<file path="src/rtl/burst_seq_pkg.sv">
package burst_seq_pkg;

    typedef enum logic {
        ORD_LINEAR     = 1'b0,
        ORD_INTERLEAVE = 1'b1
    } burst_order_e;

endpackage

</file>
<file path="src/rtl/burst_seq_ctrl.sv">
module burst_seq_ctrl #(
    parameter int W = 2
) (
    input  logic         clk_i,
    input  logic         rst_i,
    input  logic         load_i,
    input  logic [W-1:0] start_i,
    input  logic         adv_i,
    output logic [W-1:0] start_q_o,
    output logic [W-1:0] beat_q_o
);

    localparam logic [W-1:0] ONE = W'(1);

    typedef struct packed {
        logic [W-1:0] start;
        logic [W-1:0] beat;
    } seq_state_t;

    seq_state_t state_d, state_q;

    always_comb begin
        state_d = state_q;
        if (load_i) begin
            state_d.start = start_i;
            state_d.beat  = '0;
        end else if (adv_i) begin
            state_d.beat = state_q.beat + ONE;
        end
    end

    always_ff @(posedge clk_i) begin
        if (rst_i) begin
            state_q <= '0;
        end else begin
            state_q <= state_d;
        end
    end

    assign start_q_o = state_q.start;
    assign beat_q_o  = state_q.beat;

endmodule

</file>
<file path="src/rtl/burst_seq_map.sv">
module burst_seq_map
    import burst_seq_pkg::*;
#(
    parameter int W = 2
) (
    input  logic         order_i,
    input  logic [W-1:0] start_i,
    input  logic [W-1:0] beat_i,
    output logic [W-1:0] addr_o,
    output logic         last_o
);

    logic [W-1:0] ilv_addr;
    logic [W-1:0] lin_addr;

    for (genvar b = 0; b < W; b++) begin : g_ilv
        assign ilv_addr[b] = start_i[b] ^ beat_i[b];
    end

    assign lin_addr = start_i + beat_i;

    always_comb begin
        if (burst_order_e'(order_i) == ORD_INTERLEAVE) begin
            addr_o = ilv_addr;
        end else begin
            addr_o = lin_addr;
        end
    end

    assign last_o = &beat_i;

endmodule

</file>
<file path="src/rtl/burst_addr_seq.sv">
module burst_addr_seq #(
    parameter int W = 2
) (
    input  logic         clk_i,
    input  logic         rst_i,
    input  logic         load_i,
    input  logic [W-1:0] start_i,
    input  logic         adv_i,
    input  logic         order_i,
    output logic [W-1:0] addr_o,
    output logic         last_o
);

    localparam int BEATS = 1 << W;

    logic [W-1:0] start_q;
    logic [W-1:0] beat_q;

    burst_seq_ctrl #(.W(W)) i_ctrl (
        .clk_i     (clk_i),
        .rst_i     (rst_i),
        .load_i    (load_i),
        .start_i   (start_i),
        .adv_i     (adv_i),
        .start_q_o (start_q),
        .beat_q_o  (beat_q)
    );

    burst_seq_map #(.W(W)) i_map (
        .order_i (order_i),
        .start_i (start_q),
        .beat_i  (beat_q),
        .addr_o  (addr_o),
        .last_o  (last_o)
    );

    initial begin
        if (BEATS < 2) $error("burst needs at least two beats");
    end

endmodule

</file>
<file path="config.mk">
export PLATFORM = sky130hd
export DESIGN_NAME = burst_addr_seq
export DESIGN_NICKNAME = d
export VERILOG_FILES = /design/src/rtl/burst_seq_pkg.sv /design/src/rtl/burst_seq_ctrl.sv /design/src/rtl/burst_seq_map.sv /design/src/rtl/burst_addr_seq.sv
export SDC_FILE = /design/constraint.sdc
export NUM_CORES = 1
export LEC_CHECK = 0
export CAP_MARGIN = 20
export CORE_AREA = 8 8 45 47
export DETAILED_ROUTE_END_ITERATION = 16
export DIE_AREA = 0 0 53 55
export GPL_TIMING_DRIVEN = 0
export PLACE_DENSITY_LB_ADDON = 0.3
export SLEW_MARGIN = 10
export SYNTH_ARGS = -nofsm -noshare
export SYNTH_HDL_FRONTEND = slang
export SYNTH_SLANG_ARGS = --single-unit
</file>
<file path="constraint.sdc">
create_clock -name clk_i -period 0.9 [get_ports clk_i]
set_input_delay 0.135 -clock clk_i [delete_from_list [all_inputs] [get_ports clk_i]]
set_output_delay 0.135 -clock clk_i [all_outputs]
set_load 0.02 [all_outputs]
</file>
=== Yosys cells after proc, flatten, opt, wreduce, memory -nomap -nowiden ===
Index checks and enable logic that the tools add are counted.

* Register bits after elaboration: 4
* Bits of input ports: 7
* Output and inout bits: 3
* Word-level logic and storage cells: 9

* Add/subtract/negate cells: 2
* Muxes and demuxes: 1
* Bitwise operators: 2
* Reduce and logical (&&, ||, !) cells: 2

{| class="wikitable"
|+ Operator list
! cell !! number
|-
| $add A2 B1 Y2 const B || 1
|-
| $add A2 B2 Y2 || 1
|-
| $mux W2 || 1
|-
| $reduce_and A2 Y1 || 1
|-
| $reduce_or A2 Y1 || 1
|-
| $xor A1 B1 Y1 || 2
|}

=== Logic depth before layout (Yosys ltp) ===
* Depth in word-level cells: 2
* Mapped depth: 3
* Gate-level depth less buffers: 3

=== Cells and area by module ===
A second synthesis with hierarchy kept.

* Cell total of the unflattened synthesis: 18
* Area total of the unflattened synthesis: 195.2 sq um

{| class="wikitable"
|+ Modules (own cells, without submodules)
! module !! times used !! cells each !! area an instance (sq um) !! sequential area each (sq um)
|-
| burst_seq_ctrl || 1 || 13 || 151.4 || 80.1
|-
| burst_seq_map || 1 || 5 || 43.8 || 0.0
|}

=== Least setup slack after synthesis ===
OpenSTA, ideal clock, no wires.

* Path type: register to output
* Start: register i_ctrl.state_q, in the netlist i_ctrl.beat_q_o[0]
* End: output port addr_o[1]
* Arrival: 1000 ps
* Required time: 765 ps
* Setup slack: -235 ps
* Stages on the path, launching flop included: 4
* Path buffers: 0
* Cells stage by stage: dfxtp_1 > ha_1 > nor2b_1 > xnor2_1

* Longest elaborated chain between the ends: 2

{| class="wikitable"
|+ Ends and longest elaborated chain
! element !! line !! text
|-
| start, declared || burst_seq_ctrl.sv:20 || <nowiki>seq_state_t state_d, state_q;</nowiki>
|-
| start signal, assigned || burst_seq_ctrl.sv:36 || <nowiki>state_q <= state_d;</nowiki>
|-
| $add A2 B2 Y2 || burst_seq_map.sv:20 || <nowiki>assign lin_addr = start_i + beat_i;</nowiki>
|-
| $mux W2 || burst_seq_map.sv:23 || <nowiki>if (burst_order_e'(order_i) == ORD_INTERLEAVE) begin</nowiki>
|-
| end, declared || burst_addr_seq.sv:10 || <nowiki>output logic [W-1:0] addr_o,</nowiki>
|}

No other way between the ends.

=== Worst setup path after layout ===
* Start: register i_ctrl.state_q, in the netlist i_ctrl.start_q_o[0]
* End: output port addr_o[1]

The elaborated chain is that of the path after synthesis.

==> flow_metrics.env <==
export IMPL_status="finished with violations"
export IMPL_violations="negative setup slack"
export IMPL_drc=0
export IMPL_hold_ws_ns=0.5139
export IMPL_slew_headroom=0.8225
export IMPL_clkSlewWorstSetupHoldPaths_ns=0.04
export IMPL_grt_pass1_wl_um=814
export IMPL_grt_max_degree=5
export IMPL_drv_slew=0
export IMPL_fp_coreArea_um2=1384
export IMPL_synth_cell_types=7
export IMPL_holdPathEnd="i_ctrl.start_q_o[0]"
export IMPL_rsz0062_at_grt="true"
export IMPL_dp_slack_ns=-0.7207
export IMPL_power_density_nw_per_um2=1333
export IMPL_worstHoldPathType="primary input to register"
export IMPL_yosysSeqAreaShare=0.4324
export IMPL_cts_tree="yes"
export IMPL_nNetsFinal=42
export IMPL_final_util=0.2902
export IMPL_synth_seq_cells=4
export IMPL_crit_fanout=2
export IMPL_cts_made_buffers=3
export IMPL_grt_usage=0.04210
export IMPL_rr_endpoint="i_ctrl.beat_q_o[1]"
export IMPL_wirelength_um=509
export IMPL_tightest_slew_ns=0.2650
export IMPL_yosys_top_cells_area="dfxtp_1 (43%), mux2i_1 (16%), xnor2_1 (14%)"
export IMPL_num_rows=14
export IMPL_setup_ws_ns=-0.3711
export IMPL_io_buffers=9
export IMPL_async_flop_share=0
export IMPL_gp_congestion=0.6250
export IMPL_fp_dieH_um=55
export IMPL_cts_sinks=4
export IMPL_dieArea_um2=2915
export IMPL_worst_path_max_delay_cell="dfxtp_4"
export IMPL_hold_viol=0
export IMPL_num_antenna_cells=0
export IMPL_min_path_cells=3
export IMPL_worstSetupPathType="register to output pin"
export IMPL_floorplan_io_pins=10
export IMPL_path_buf_inv=1
export IMPL_maxCapViolations=0
export IMPL_viasPerCell=3.851
export IMPL_syn_area_per_cell_um2=10.89
export IMPL_rr_worst_depth=4
export IMPL_path_delay_family="flip-flops"
export IMPL_final_antenna_net_count=0
export IMPL_path_cells="ha_4 > nor2b_4 > xnor2_4 > buf_6"
export IMPL_grt_antenna_before_repair=0
export IMPL_dr_first_iter_drc_count=1
export IMPL_synth_flop_cell="dfxtp_1"
export IMPL_synth_top_area_frac=0.4324
export IMPL_drive_gt1_frac=0.5161
export IMPL_clockBufferDepth=2
export IMPL_vias=181
export IMPL_syn_nets=26
export IMPL_period_share=1.412
export IMPL_start_util=0.1338
export IMPL_root_buffer="clkbuf_4"
export IMPL_chipWidth_um=53
export IMPL_area_delta_synth_final_pct=116.9
export IMPL_wl_per_cell_um=10.83
export IMPL_hp_start="start_i[0]"
export IMPL_cp_slowest_stage_delay_ns=0.35
export IMPL_grt_pass1_vias=197
export IMPL_synth_most_common_cell="dfxtp_1"
export IMPL_synth_edf_count=0
export IMPL_finClkSkew_ns=0.001985
export IMPL_worstPathRequired_ns=0.76
export IMPL_finalSetupViolations=5
export IMPL_syn_area_um2=185.2
export IMPL_startpoint_type="register"
export IMPL_max_freq_mhz=786.7
export IMPL_dr_pass1_iters=2
export IMPL_grt_ovfl_total=0
export IMPL_fin_cells=47
export IMPL_postCtsHoldBufs=0
export IMPL_r2r_start="i_ctrl.beat_q_o[0]"
export IMPL_ys_warnings_count=0
export IMPL_min_period_ns=1.271
export IMPL_cts_max_level=1
export IMPL_path_depth=4
export IMPL_numPlacedInstances=42
export IMPL_synth_largest_area_cell="dfxtp_1"
export IMPL_end_kind="output pin"
export IMPL_p_leak_nw=0.1566
export IMPL_ir_drop_mv=0.4972
export IMPL_netlist_instances=17
export IMPL_clk_latency_ns=0.23
export IMPL_r2r_slack_ns=-0.12
export IMPL_cp_data_arrival_time_ns=1.14
export IMPL_synth_common_cells="dfxtp_1 (4), mux2i_1 (3), xnor2_1 (3)"
==> kinds of logic (layout without fill, tap and decap cells) <==
group / after synthesis / count (layout) / synth area share
AND/OR/NAND/NOR: 5 / 5 / 0.1284
multiplexers: 3 / 3 / 0.1622
adder cells (fa/ha/maj): 2 / 2 / 0.1351
flip-flops: 4 / 4 / 0.4324
XOR/XNOR: 3 / 3 / 0.1419
buffers and inverters: 0 / 14 / 0
==> power breakdown <==
group	internal (mW)	total [mW]	switching [mW]
Sequential	0.187	0.196	0.00941
Clock	0.149	0.220	0.0711
Combinational	0.0746	0.119	0.0448
==> state kept, by name (all words and copies together) (netlist names) <==
signal,flops
i_ctrl.beat_q_o,2
i_ctrl.start_q_o,2
==> cell type report <==
type,count,area [um^2]
Clock buffer,3,22.52
Sequential cell,4,86.33
Timing Repair Buffer,11,108.9
Fill cell,143,982.2
Tap cell,16,20.02
Multi-Input combinational cell,13,163.9
==> layer usage <==
metal,vias up,GRT usage,wire length [um]
met5,-,0,0
met4,0,0.06466,17
met3,2,0.02406,63
met2,12,0.04883,184
met1,80,0.04262,243
li1,87,-,-
==> cell usage in the layout (no fill, tap or decap), drive strengths merged <==
cell           Yosys  layout
clkbuf             0       3
xnor2              3       3
nor2               2       2
nor3               2       2
buf                0       5
dfxtp              4       4
ha                 2       2
nor2b              1       1
mux2i              3       3
clkdlybuf4s50      0       6
==> metrics by stage <==
stage / cell area, um^2 / setup TNS (ns) / power (mW)
6_report: 401.6 / -0.9035 / 0.5355
5_1_grt: 401.6 / -1.081 / 0.5710
4_1_cts: 399.1 / -0.9198 / 0.5530
3_5_place_dp: 332.8 / -2.104 / 0.2995
3_3_place_gp: 332.8 / -2.036 / 0.2981
2_1_floorplan: 222.7 / -0.04874 / 0.2483
==> worst reg2reg max path, cell delays in order (launching register included) <==
cell,delay [ns]
dfxtp_2,0.33
buf_4,0.15
ha_4,0.22
mux2i_1,0.14
nor3_1,0.06
==> worst max path at each step <==
stage / start / to / slack (ns)
floorplan: i_ctrl.beat_q_o[0] / addr_o[1] / -0.05
global placement: order_i / addr_o[1] / -0.73
detailed placement: order_i / addr_o[1] / -0.72
CTS: i_ctrl.start_q_o[0] / addr_o[1] / -0.39
global route: i_ctrl.start_q_o[0] / addr_o[1] / -0.40
finish: i_ctrl.start_q_o[0] / addr_o[1] / -0.37
==> repair_timing <==
item	4_1_cts	5_1_grt
pin swaps	1	0
gates resized for setup	23	1
endpoints found under the setup margin	4	5
gates cloned	0	0
buffers inserted	2	1
No activity file was read; power rests on OpenSTA's default activity.
